## config.mk

```make
export PLATFORM = sky130hd
export DESIGN_NAME = vec_intc_top
export DESIGN_NICKNAME = d
export VERILOG_FILES = /design/src/rtl/intc_pkg.sv /design/src/rtl/intc_prio.sv /design/src/rtl/intc_bank.sv /design/src/rtl/vec_intc_top.sv
export SDC_FILE = /design/constraint.sdc
export NUM_CORES = 1
export LEC_CHECK = 0
export ABC_AREA = 1
export BUFFER_PORTS_ARGS = -buffer_cell sky130_fd_sc_hd__buf_2
export CAP_MARGIN = 30
export CORE_MARGIN = 1.5
export CORE_UTILIZATION = 27
export DETAILED_ROUTE_END_ITERATION = 10
export PLACE_DENSITY_LB_ADDON = 0.1
export SLEW_MARGIN = 20
export SYNTH_ARGS = -nofsm -noshare
export SYNTH_HDL_FRONTEND = slang
export SYNTH_SLANG_ARGS = --single-unit
```

## constraint.sdc

```tcl
create_clock -name clk -period 3.01 [get_ports clk]
set_clock_uncertainty 0.15 [all_clocks]
set_input_delay 0.4515 -clock clk [delete_from_list [all_inputs] [get_ports clk]]
set_output_delay 0.4515 -clock clk [all_outputs]
set_load 0.02 [all_outputs]
```

## src/rtl/intc_pkg.sv

```systemverilog
package intc_pkg;
  // Register kinds; address = kind * NBANK + bank
  typedef enum logic [1:0] {
    KIND_EN   = 2'd0,
    KIND_PEND = 2'd1,
    KIND_MASK = 2'd2,
    KIND_ISR  = 2'd3
  } reg_kind_e;

  localparam int NUM_KINDS = 4;
endpackage

```

## src/rtl/intc_prio.sv

```systemverilog
module intc_prio #(
  parameter int N  = 16,
  parameter int IW = 4
) (
  input  logic [N-1:0]  req,
  output logic          found,
  output logic [IW-1:0] idx
);
  // Highest set bit wins: later iterations override earlier ones
  always_comb begin
    found = 1'b0;
    idx   = '0;
    for (int i = 0; i < N; i++) begin
      if (req[i]) begin
        found = 1'b1;
        idx   = IW'(i);
      end
    end
  end

  always_comb begin
    if (found) begin

      prio_hit_chk: assert (req[idx]);

      prio_top_chk: assert (((req >> idx) >> 1) == '0);
    end
  end
endmodule

```

## src/rtl/intc_bank.sv

```systemverilog
module intc_bank #(
  parameter int BW = 8
) (
  input  logic          clk,
  input  logic          rst,
  input  logic          we_en,
  input  logic          we_pend,
  input  logic          we_mask,
  input  logic          we_isr,
  input  logic [BW-1:0] wdata,
  input  logic [BW-1:0] evt,
  input  logic [BW-1:0] ack_clr,
  input  logic [BW-1:0] isr_set,
  input  logic          nest_en,
  output logic [BW-1:0] en_o,
  output logic [BW-1:0] pend_o,
  output logic [BW-1:0] mask_o,
  output logic [BW-1:0] isr_o
);
  logic [BW-1:0] en_q, pend_q, mask_q, isr_q;
  logic [BW-1:0] en_n, pend_n, mask_n, isr_n;

  always_comb begin
    en_n   = we_en ? wdata : en_q;
    // write-0 clear, acknowledge clear, then new events; all gated by enable
    pend_n = (((we_pend ? (pend_q & wdata) : pend_q) & ~ack_clr) | evt) & en_n;
    mask_n = we_mask ? wdata : mask_q;
    isr_n  = nest_en ? ((we_isr ? (isr_q & wdata) : isr_q) | isr_set) : '0;
  end

  always_ff @(posedge clk) begin
    if (rst) begin
      en_q   <= '0;
      pend_q <= '0;
      mask_q <= '0;
      isr_q  <= '0;
    end else begin
      en_q   <= en_n;
      pend_q <= pend_n;
      mask_q <= mask_n;
      isr_q  <= isr_n;
    end
  end

  assign en_o   = en_q;
  assign pend_o = pend_q;
  assign mask_o = mask_q;
  assign isr_o  = isr_q;


  en_gate_chk: assert property (@(posedge clk) disable iff (rst)
    (en_q == '0 && !we_en) |=> (pend_q == '0));


  isr_off_chk: assert property (@(posedge clk) disable iff (rst)
    !nest_en |=> (isr_q == '0));
endmodule

```

## src/rtl/vec_intc_top.sv

```systemverilog
module vec_intc_top #(
  parameter  int NBANK  = 2,
  parameter  int BW     = 8,
  parameter  int BASE_W = 3,
  localparam int NSRC   = NBANK * BW,
  localparam int IDX_W  = $clog2(NSRC),
  localparam int VEC_W  = BASE_W + IDX_W + 1,
  localparam int CTRL_W = BASE_W + 1,
  localparam int CTRL_ADDR = intc_pkg::NUM_KINDS * NBANK,
  localparam int ADDR_W = $clog2(CTRL_ADDR + 1)
) (
  input  logic              clk,
  input  logic              rst,
  input  logic [NSRC-1:0]   src_evt,
  input  logic              wr_en,
  input  logic [ADDR_W-1:0] wr_addr,
  input  logic [BW-1:0]     wr_data,
  input  logic [ADDR_W-1:0] rd_addr,
  output logic [BW-1:0]     rd_data,
  input  logic              ack,
  output logic              irq,
  output logic              vec_valid,
  output logic [VEC_W-1:0]  vec
);
  import intc_pkg::*;

  logic [NSRC-1:0]   en_all, pend_all, mask_all, isr_all;
  logic [NSRC-1:0]   ack_clr_all, isr_set_all;
  logic [CTRL_W-1:0] ctrl_q;
  logic              nest_en;
  logic [BASE_W-1:0] vec_base;

  assign nest_en  = ctrl_q[0];
  assign vec_base = ctrl_q[CTRL_W-1:1];

  for (genvar b = 0; b < NBANK; b++) begin : g_bank
    logic we_en_b, we_pend_b, we_mask_b, we_isr_b;
    assign we_en_b   = wr_en && (wr_addr == ADDR_W'(int'(KIND_EN)   * NBANK + b));
    assign we_pend_b = wr_en && (wr_addr == ADDR_W'(int'(KIND_PEND) * NBANK + b));
    assign we_mask_b = wr_en && (wr_addr == ADDR_W'(int'(KIND_MASK) * NBANK + b));
    assign we_isr_b  = wr_en && (wr_addr == ADDR_W'(int'(KIND_ISR)  * NBANK + b));

    intc_bank #(.BW(BW)) u_bank (
      .clk     (clk),
      .rst     (rst),
      .we_en   (we_en_b),
      .we_pend (we_pend_b),
      .we_mask (we_mask_b),
      .we_isr  (we_isr_b),
      .wdata   (wr_data),
      .evt     (src_evt[b*BW +: BW]),
      .ack_clr (ack_clr_all[b*BW +: BW]),
      .isr_set (isr_set_all[b*BW +: BW]),
      .nest_en (nest_en),
      .en_o    (en_all[b*BW +: BW]),
      .pend_o  (pend_all[b*BW +: BW]),
      .mask_o  (mask_all[b*BW +: BW]),
      .isr_o   (isr_all[b*BW +: BW])
    );
  end

  // Arbitration: best eligible source against best in-service source
  logic             win_found, isr_found, win_ok;
  logic [IDX_W-1:0] win_idx, isr_idx;

  intc_prio #(.N(NSRC), .IW(IDX_W)) u_win_prio (
    .req   (pend_all & mask_all),
    .found (win_found),
    .idx   (win_idx)
  );

  intc_prio #(.N(NSRC), .IW(IDX_W)) u_isr_prio (
    .req   (isr_all),
    .found (isr_found),
    .idx   (isr_idx)
  );

  assign win_ok      = win_found && (!isr_found || (win_idx > isr_idx));
  assign ack_clr_all = (ack && win_ok) ? (NSRC'(1) << win_idx) : '0;
  assign isr_set_all = nest_en ? ack_clr_all : '0;

  logic [BW-1:0] rd_mux;
  always_comb begin
    rd_mux = '0;
    for (int b = 0; b < NBANK; b++) begin
      if (rd_addr == ADDR_W'(int'(KIND_EN)   * NBANK + b)) rd_mux = en_all[b*BW +: BW];
      if (rd_addr == ADDR_W'(int'(KIND_PEND) * NBANK + b)) rd_mux = pend_all[b*BW +: BW];
      if (rd_addr == ADDR_W'(int'(KIND_MASK) * NBANK + b)) rd_mux = mask_all[b*BW +: BW];
      if (rd_addr == ADDR_W'(int'(KIND_ISR)  * NBANK + b)) rd_mux = isr_all[b*BW +: BW];
    end
    if (rd_addr == ADDR_W'(CTRL_ADDR)) rd_mux = BW'(ctrl_q);
  end

  logic             irq_q, vld_q;
  logic [VEC_W-1:0] vec_q;
  logic [BW-1:0]    rd_q;

  always_ff @(posedge clk) begin
    if (rst) begin
      ctrl_q <= '0;
      irq_q  <= 1'b0;
      vld_q  <= 1'b0;
      vec_q  <= '0;
      rd_q   <= '0;
    end else begin
      if (wr_en && wr_addr == ADDR_W'(CTRL_ADDR)) ctrl_q <= wr_data[CTRL_W-1:0];
      irq_q <= win_ok;
      vld_q <= ack && win_ok;
      if (ack && win_ok) vec_q <= {vec_base, win_idx, 1'b0};
      rd_q  <= rd_mux;
    end
  end

  assign irq       = irq_q;
  assign vec_valid = vld_q;
  assign vec       = vec_q;
  assign rd_data   = rd_q;


  vld_after_ack_chk: assert property (@(posedge clk) disable iff (rst)
    vld_q |-> $past(ack));


  ack_clear_chk: assert property (@(posedge clk) disable iff (rst)
    (ack && win_ok && !src_evt[win_idx]) |=> !pend_all[$past(win_idx)]);


  isr_mark_chk: assert property (@(posedge clk) disable iff (rst)
    (ack && win_ok && nest_en) |=> isr_all[$past(win_idx)]);


  irq_follow_chk: assert property (@(posedge clk) disable iff (rst)
    irq_q |-> $past(pend_all & mask_all) != '0);
endmodule

```

# Yosys cells after proc, flatten, opt, wreduce, memory -nomap -nowiden
# Index checks and enable logic that the tools add are counted.
# word_totals
register_bits	85
in_bits	36
out_inout_bits	18
word_cells	144
# classes
n_lt_le_gt_ge	1
n_eq_ne	16
shift	1
mux	79
n_bitwise	16
reduce_logical	17
# ops
op	n
$mux 8	14
$mux 4	17
$and 8x8->8	8
$mux 1	34
$eq 4x3->1 const B	8
$mux 16	2
$or 8x8->8	4
$mux 3	8
$and 16x16->16	1
$eq 4x2->1 const B	4
$not 8->8	2
$shl 1x4->16 const A	1
$logic_and 1x1->1	11
$eq 4x1->1 const B	2
$eq 4x4->1 const B	2
$logic_not 4->1	2
$mux 2	4
$gt 4x4->1	1
$reduce_or 2->1	2
$logic_not 1->1	1
$logic_or 1x1->1	1
$not 1->1	1

# Depth between registers and ports, before layout
# Gate-level depths: netlist of run 1.
# logic_depth
ltp_word	25
ltp_mapped	30
depth_no_buf	30

# Modules after synthesis
# A second synthesis of run 1 with hierarchy kept.
# unflattened
hier_cells	812
area_unflattened_um2	5031.1
# by_module_without_submodules
module	n_inst	cells_each	area_each_um2	seq_area_each_um2
intc_bank	2	176	1316.3	640.6
vec_intc_top	1	364	1988.2	420.4
intc_prio	2	48	205.2	0.0

# Least setup slack after synthesis of run 1
# Ideal clock, no wire load.
# synth_timing
kind	flip-flop to flip-flop
start	register g_bank[0].u_bank.pend_q[4]
end	register g_bank[1].u_bank.pend_q[7]
setup_ps	133
t_arrival_ps	2399
required_ps	2727
path_slack_ps	328
stages_incl_launch_ff	19
synth_period_minus_slack_ps	2682
path_cell_list	dfxtp_1 -> nand2_1 -> nand2_1 -> nor2_1 -> inv_1 -> a21oi_2 -> inv_1 -> ha_1 -> nand2_1 -> o21bai_1 -> nand2_1 -> o21ai_0 -> nand2_1 -> nand3_4 -> inv_4 -> buf_6 -> nand3_1 -> a31oi_1 -> nor4_2
# synth_via
elab_chain_len	22
word_cells_on_any_way	35
# synth_rtl
item	line	source
from (decl)	intc_bank.sv:20	logic [BW-1:0] en_q, pend_q, mask_q, isr_q;
from (signal assigned)	intc_bank.sv:39	pend_q <= pend_n;
$and 16x16->16 *	vec_intc_top.sv:67	.req (pend_all & mask_all),
$mux 3 * (4 in series)	intc_prio.sv:14	if (req[i]) begin
$mux 4 * (8 in series)	intc_prio.sv:14	
named net u_win_prio.idx[2]	intc_prio.sv:7	output logic [IW-1:0] idx
$gt 4x4->1	vec_intc_top.sv:78	assign win_ok = win_found && (!isr_found || (win_idx > isr_idx));
$logic_or 1x1->1	vec_intc_top.sv:78	
$logic_and 1x1->1	vec_intc_top.sv:78	
$logic_and 1x1->1	vec_intc_top.sv:79	assign ack_clr_all = (ack && win_ok) ? (NSRC'(1) << win_idx) : '0;
$mux 16 *	vec_intc_top.sv:79	
$not 8->8 *	intc_bank.sv:26	pend_n = (((we_pend ? (pend_q & wdata) : pend_q) & ~ack_clr) | evt) & en_n;
$and 8x8->8 *	intc_bank.sv:26	
$or 8x8->8 *	intc_bank.sv:26	
$and 8x8->8 *	intc_bank.sv:26	
to (signal assigned)	intc_bank.sv:39	
to (decl)	intc_bank.sv:20	
# The timed path passes the listed nets; every way through them passes the cells marked *.
# A chain may end at the register's enable or synchronous reset.

# Worst setup path after layout of run 1
# layout_timing
start	register g_bank[0].u_bank.isr_q[5]
end	register g_bank[1].u_bank.pend_q[3]
# layout_via
elab_chain_len	20
word_cells_on_any_way	32
# layout_rtl
item	line	source
from (decl)	intc_bank.sv:20	
from (signal assigned)	intc_bank.sv:41	isr_q <= isr_n;
$mux 3 / $mux 1 (equally long branches) (3 in series)	intc_prio.sv:14	
$mux 4 / $mux 1 (equally long branches) (8 in series)	intc_prio.sv:14	
$gt 4x4->1 / $logic_not 1->1 (equally long branches)	vec_intc_top.sv:78	
$logic_or 1x1->1 *	vec_intc_top.sv:78	
$logic_and 1x1->1 *	vec_intc_top.sv:78	
$logic_and 1x1->1 *	vec_intc_top.sv:79	
$mux 16 *	vec_intc_top.sv:79	
$not 8->8 *	intc_bank.sv:26	
$and 8x8->8 *	intc_bank.sv:26	
$or 8x8->8 *	intc_bank.sv:26	
$and 8x8->8 *	intc_bank.sv:26	
# Mark *: on every way between the ends. The rest lies on a longest branch, timed or not.

==> impl_metrics.yaml, run 1 <==
yosys:
  synthesis.yosys.warnings: 0
  synth_top_area_share_pct: 40.62
  synth_area_leaders: "dfxtp_1, o21ai_0, a21oi_1"
  synth-seq-area-share_pct: 40.62
  synth_edf_count: 0
  postSynthAreaPerCell_sq_um: 7.005
  postSynthNetCount: 638
  yosys_most_used_dff: "dfxtp_1"
  yosysTopAreaCell: "dfxtp_1"
  ys_seq_elements: 85
  synthMostInstantiatedCell: "nand2_1"
  synth_cells: 598
  asyncSetResetFlopFracSynth_pct: 0
  synthTopCellsByCount: "nand2_1, inv_1, dfxtp_1"
  netlist-cell-type-count: 37
  syn-cell-area_sq_um: 4189
timing:
  fmaxAchievable_mhz: 344.7
  finalCriticalPeriod_ns: 2.901
  whs_ns: 0.1622
  grt_setup_unrepaired: "true"
  timing_hold_violations_final: 0
  timing.final.setup_violations: 0
  max_slew_margin_pct: 52.74
  drv_slew: 0
  worst-slew-pin-transition_ns: 0.7081
  fin_ws_ns: 0.1091
  timing.final.crit_share_pct: 96.38
placement:
  gp_congestion: 0.9177
  dp.cells: 853
  post-place-ws_ns: -0.02626
  number_of_port_buffers: 52
  post_dp_cell_area_sq_um: 4828
  dpl.hpwl_um: 12930
die:
  floorplan.die.height_um: 127.6
  rows: 45
  initial_core_util_pct: 27.56
  floorplan.die.width_um: 127.6
  core_area_sq_um: 15200
  ioPinCount: 54
  die-area_sq_um: 16270
global_routing:
  grt_pass1_wl_um: 24850
  met2_usage_pct: 33.13
  grt_pass1_vias: 4174
  antenna_found_initial: 0
  grtUsageMet1_pct: 27.27
  groute.layer.met3.usage_pct: 4.816
  globalRouteTotalUtil_pct: 20.92
  grt_max_degree: 26
  grt_overflow_total: 0
  top_usage_layer: "met2"
min_path:
  timing.hold.worst.start: "src_evt[1]"
  min_to: "g_bank[0].u_bank.pend_o[1]"
  worstHoldPathType: "in2reg"
  min_delay_path_depth: 3
clocking:
  num_clock_sinks: 85
  cts_hold_buf: 0
  cts_made_buffers: 9
  cts_root_buf: "clkbuf_16"
  clkSlewWorstSetupHoldPaths_ns: 0.06
  clk_latency_ns: 0.36
  htreeDepth: 3
  cts_tree: "done"
  max-clock-path-buffers: 2
worst_setup_path:
  slowest_stage: "dfxtp_2"
  timing.setup.critical_path_class: "reg2reg"
  worst_ep_arrival_time_ns: 3.01
  worst-path-max-fanout: 5
  reg2reg_setup_slack_ns: 0.11
  critical_path.cell_chain: "inv_2 > nand2_2 > nor2_1 > nor3_1 > o31ai_1 > a311oi_2 > ha_4 > inv_2 > nor2_1 > o21bai_1 > nand2_1 > o21ai_1 > nand2_1 > nand3_4 > inv_8 > buf_6 > nand2_4 > inv_6 > nand4_1 > a21oi_2 > nor2_1"
  r2r_cells: 21
  worst_r2r_endpoint: "g_bank[1].u_bank.pend_o[3]"
  cp.required_ns: 3.11
  most_frequent_cell_on_critical_path: "nor2_1"
  crit_path_end_kind: "flop"
  r2r_start: "g_bank[0].u_bank.isr_o[5]"
  crit_path_start_kind: "flop"
  critical-path-max-stage-delay_ns: 0.32
power:
  total_power_mw: 2.596
  power_density_nw_per_um2: 487.2
  ir_worst_vdd_mv: 0.2709
  p_leak_nw: 2.343
run_status:
  status: "finished, final reports clean"
drt:
  drc: 0
  finalWirelength_um: 16560
  drt-initial-drc-count: 269
  via_count: 4456
  route.antenna.remaining_nets: 0
  viasPerCell: 5.069
  detail_route.wl_per_cell_um: 18.84
  drt_pre_antenna_iters: 5
flow_run:
  max_cap_violations: 0
final_layout:
  num_antenna_cells: 0
  final_area_sq_um: 5329
  instances_no_fill: 879
  synthToLayoutAreaGrowth_pct: 27.21
  design.final.nets: 727
  post_route_cells_drive_above_1_share_pct: 21.56
-- flip-flops by register name, indices dropped and copies added, names as in the netlist --
register              flops
vec                       7
vec_valid                 1
irq                       1
rd_data                   8
g_bank.u_bank.mask_o     16
ctrl_q                    4
g_bank.u_bank.pend_o     16
g_bank.u_bank.en_o       16
g_bank.u_bank.isr_o      16
-- cell usage in the layout (no fill, tap or decap), drive strengths merged --
| cell | instances |
|---|---|
| buf | 90 |
| o211ai | 5 |
| clkinv | 2 |
| nand4 | 19 |
| dfxtp | 85 |
| a211oi | 1 |
| a21oi | 71 |
| conb | 1 |
| a41oi | 1 |
| bufinv | 3 |
| a31oi | 4 |
| clkbuf | 10 |
| nor4 | 2 |
| a311oi | 1 |
| o22ai | 4 |
| o221ai | 3 |
| nand2 | 94 |
| ha | 4 |
| o31ai | 1 |
| nor3 | 11 |
| nand3 | 28 |
| o21ai | 75 |
| a21boi | 3 |
| o21bai | 10 |
| nor2 | 71 |
| inv | 92 |
-- layer usage --
layer | vias to the layer above | wire, um
met4 | 0 | 534
met5 | - | 0
li1 | 2177 | -
met2 | 164 | 7584
met1 | 2079 | 7539
met3 | 36 | 897
-- worst max-delay path: cells and delay by family, from the launching register on --
family,cells,cell delay (ns)
buf+inv,5,0.38
flops,1,0.32
compound gates,5,0.80
fa+ha+maj,1,0.31
simple gates,10,0.84
-- layout make-up --
| type | instances | area [sq um] |
|---|---|---|
| fillers | 1655 | 9873 |
| multi-input cells | 409 | 2137 |
| flip-flops and latches | 85 | 1709 |
| repair buffers | 90 | 553.0 |
| inverters | 92 | 365.4 |
| well taps | 188 | 235.2 |
| clock buffers | 10 | 229.0 |
| clock inverters | 5 | 100.1 |
-- worst max-delay path by stage --
stage                                     startpoint                          to  slack [ns]  cells past startpoint
after global placement    g_bank[0].u_bank.mask_o[1]  g_bank[0].u_bank.pend_o[5]       -0.07                     30
after global routing       g_bank[0].u_bank.isr_o[5]  g_bank[0].u_bank.pend_o[5]        -0.1                     20
after detailed placement  g_bank[0].u_bank.mask_o[1]  g_bank[0].u_bank.pend_o[5]       -0.03                     30
after CTS                 g_bank[0].u_bank.mask_o[1]  g_bank[0].u_bank.pend_o[5]        0.03                     30
after floorplan           g_bank[0].u_bank.pend_o[4]  g_bank[1].u_bank.pend_o[7]        0.33                     18
final                      g_bank[0].u_bank.isr_o[5]  g_bank[1].u_bank.pend_o[3]        0.11                     21
-- repair_timing --
action,CTS,global route
gates resized for setup,2,31
setup buffers,2,9
pin swaps,3,19
endpoints found under the setup margin,1,20
-- metrics by stage --
step           TNS [ns]  utilization (%)
4_1_cts               0            34.06
2_1_floorplan         0                -
6_report              0            35.05
3_3_place_gp   -0.08823            31.76
5_1_grt         -0.4153            35.05
3_5_place_dp   -0.02626            31.76
-- cell families after synthesis --
family                     Yosys count  synth area share, %
DFF                                 85                40.62
adders and majority gates            4                1.195
other                                1              0.08952
and+or+nand+nor                    225                24.76
AOI/OAI and AO/OA                  179                23.45
buffers and inverters              104                9.886
-- where the power goes --
group / internal [mW] / switching (mW)
clock: 0.804 / 0.469
combinational: 0.0523 / 0.119
sequential: 1.14 / 0.0110
total: 2.00 / 0.599
(Power assumes the default switching activity.)
==> inputs of run 2 (changes only) <==
--- a/config.mk
+++ b/config.mk
@@ -6,7 +6,7 @@
 export NUM_CORES = 1
 export LEC_CHECK = 0
 export ABC_AREA = 1
-export BUFFER_PORTS_ARGS = -buffer_cell sky130_fd_sc_hd__buf_2
+export BUFFER_PORTS_ARGS = -buffer_cell sky130_fd_sc_hd__buf_4
 export CAP_MARGIN = 30
 export CORE_MARGIN = 1.5
 export CORE_UTILIZATION = 27
==> impl_metrics.yaml, run 2 (same netlist as run 1, synthesis figures left out) <==
power:
  internal_power_mw: 1.870
  power_frac_comb_pct: 7.5
  pwr-share-seq_pct: 46.1
  sw_frac_of_total_pct: 25.15
  p_leak_nw: 2.341
  switch_pwr_mw: 0.6285
  power.share.clock_pct: 46.4
  power_density_nw_per_um2: 460.9
  ir_worst_vdd_mv: 0.2476
timing:
  drv_slew: 0
  fmaxAchievable_mhz: 340.0
  timing.final.crit_share_pct: 97.71
  timing.final.setup_violations: 0
  worst-slew-pin-transition_ns: 0.7617
  finalCriticalPeriod_ns: 2.941
  timing_hold_violations_final: 0
  grt_setup_unrepaired: "true"
  max_slew_margin_pct: 49.09
  fin_setup_tns_ns: 0
clocking:
  cts_tree: "done"
  clk_latency_ns: 0.36
  cts_root_buf: "clkbuf_16"
  max-clock-path-buffers: 2
  clkSlewWorstSetupHoldPaths_ns: 0.07
  htreeDepth: 3
  cts_hold_buf: 0
  num_clock_sinks: 85
  cts_made_buffers: 9
worst_setup_path:
  worst_r2r_endpoint: "g_bank[1].u_bank.pend_o[3]"
  crit_buf_inv: 5
  top_cell_family_by_delay_on_the_critical_path: "simple AND/OR/NAND/NOR gates"
  critical-path-max-stage-delay_ns: 0.34
  cp.required_ns: 3.12
  critical_path.cell_chain: "inv_2 > nand2_2 > nor2_2 > nor3_1 > o31ai_1 > a311oi_2 > ha_1 > inv_2 > nor2_4 > o21bai_1 > nand2_1 > o21ai_1 > nand2_1 > nand3_4 > inv_6 > nand2_4 > inv_4 > buf_6 > nand4_1 > a21oi_2 > nor2_1"
  r2r_start: "g_bank[0].u_bank.isr_o[5]"
  r2r_cells: 21
  crit_path_start_kind: "flop"
  worst_ep_arrival_time_ns: 3.05
  slowest_stage: "dfxtp_1"
  cp-startpoint: "g_bank[0].u_bank.isr_o[5]"
  timing.setup.critical_path_class: "reg2reg"
  reg2reg_setup_slack_ns: 0.07
  worst-path-max-fanout: 4
  crit_path_end_kind: "flop"
die:
  core_area_sq_um: 15200
  ioPinCount: 54
  die-area_sq_um: 16270
  initial_core_util_pct: 27.56
  rows: 45
  floorplan.die.height_um: 127.6
  floorplan.die.width_um: 127.6
drt:
  drc: 0
  detail_route.wl_per_cell_um: 19.13
  finalWirelength_um: 16740
  drt_pre_antenna_iters: 5
  via_count: 4433
  route.antenna.remaining_nets: 0
  viasPerCell: 5.066
  drt-initial-drc-count: 389
min_path:
  min_delay_path_depth: 3
  min_to: "g_bank[0].u_bank.pend_o[1]"
  worstHoldPathType: "in2reg"
  timing.hold.worst.start: "src_evt[1]"
global_routing:
  grt_overflow_total: 0
  antenna_found_initial: 1
  globalRouteTotalUtil_pct: 20.90
  grt_max_degree: 32
  grt_pass1_vias: 4118
  grt_pass1_wl_um: 24830
final_layout:
  design.final.nets: 722
  post_route_cells_drive_above_1_share_pct: 21.98
  most-common-layout-cells: "inv_1, buf_4, dfxtp_1, nand2_1, o21ai_0"
  synthToLayoutAreaGrowth_pct: 29.42
  instances_no_fill: 875
  num_antenna_cells: 0
run_status:
  status: "finished, final reports clean"
placement:
  dp.cells: 850
  dpl.hpwl_um: 13060
  number_of_port_buffers: 52
  gp_congestion: 0.9456
flow_run:
  max_cap_violations: 0
[run 2: area by class of cell]
type                       instances  area [sq um]
timing repair buffer              85         641.9
clock inverter                     6         62.56
tap                              188         235.2
clock buffer                      10         239.0
fill                            1638          9781
inverter                          92         360.3
sequential                        85          1707
multi-input combinational        409          2176
[run 2: how the worst max path moves through the flow]
stage / end / slack, ns / cells past startpoint
after global placement: g_bank[0].u_bank.pend_o[3] / 0.15 / 30
after detailed placement: g_bank[0].u_bank.pend_o[3] / 0.07 / 30
after CTS: g_bank[0].u_bank.pend_o[3] / 0.04 / 30
final: g_bank[1].u_bank.pend_o[3] / 0.07 / 21
after global routing: g_bank[1].u_bank.pend_o[3] / -0.15 / 31
after floorplan: g_bank[1].u_bank.pend_o[7] / 0.33 / 18
[run 2: repair_timing]
item                                    CTS  global route
endpoints found under the setup margin    0            39
gates resized for setup                   0            37
buffers inserted                          0             9
[run 2: per-stage QoR]
step | instance area (sq um) | power (mW) | setup slack [ns] | util, % | hold WS (ns)
3_3_place_gp | 4936 | 1.360 | 0.1466 | 32.47 | 0.3052
6_report | 5421 | 2.499 | 0.06900 | 35.66 | 0.1565
3_5_place_dp | 4936 | 1.360 | 0.07282 | 32.47 | 0.3048
4_1_cts | 5238 | 2.515 | 0.04217 | 34.45 | 0.1538
2_1_floorplan | 4189 | 1.254 | 0.3281 | - | 0.2989
5_1_grt | 5421 | 2.582 | -0.1488 | 35.66 | 0.1511
[run 2: worst register-to-register path: cells and delay by family, from the launching register on]
kind | cells | cell delay (ns)
flip-flops | 1 | 0.34
adder cells (fa/ha/maj) | 1 | 0.34
buffers and inverters | 5 | 0.38
AO/OA/AOI/OAI | 5 | 0.78
AND/OR/NAND/NOR | 10 | 0.86
[run 2: routing by layer]
layer / GRT usage, % / vias up / part of all wire (%)
met2: 34.37 / 150 / 48
met5: 0 / - / 0
met1: 26.89 / 2096 / 44
met4: 6.217 / 0 / 2.0
li1: - / 2164 / -
met3: 5.444 / 23 / 6.6
[run 2: power groups by stage]
stage,Combinational [mW],Sequential [mW],Clock [mW]
CTS,0.185,1.15,1.18
global placement,0.183,1.18,0
floorplan,0.0774,1.18,0
global route,0.204,1.15,1.23
detailed placement,0.183,1.18,0
finish,0.188,1.15,1.16
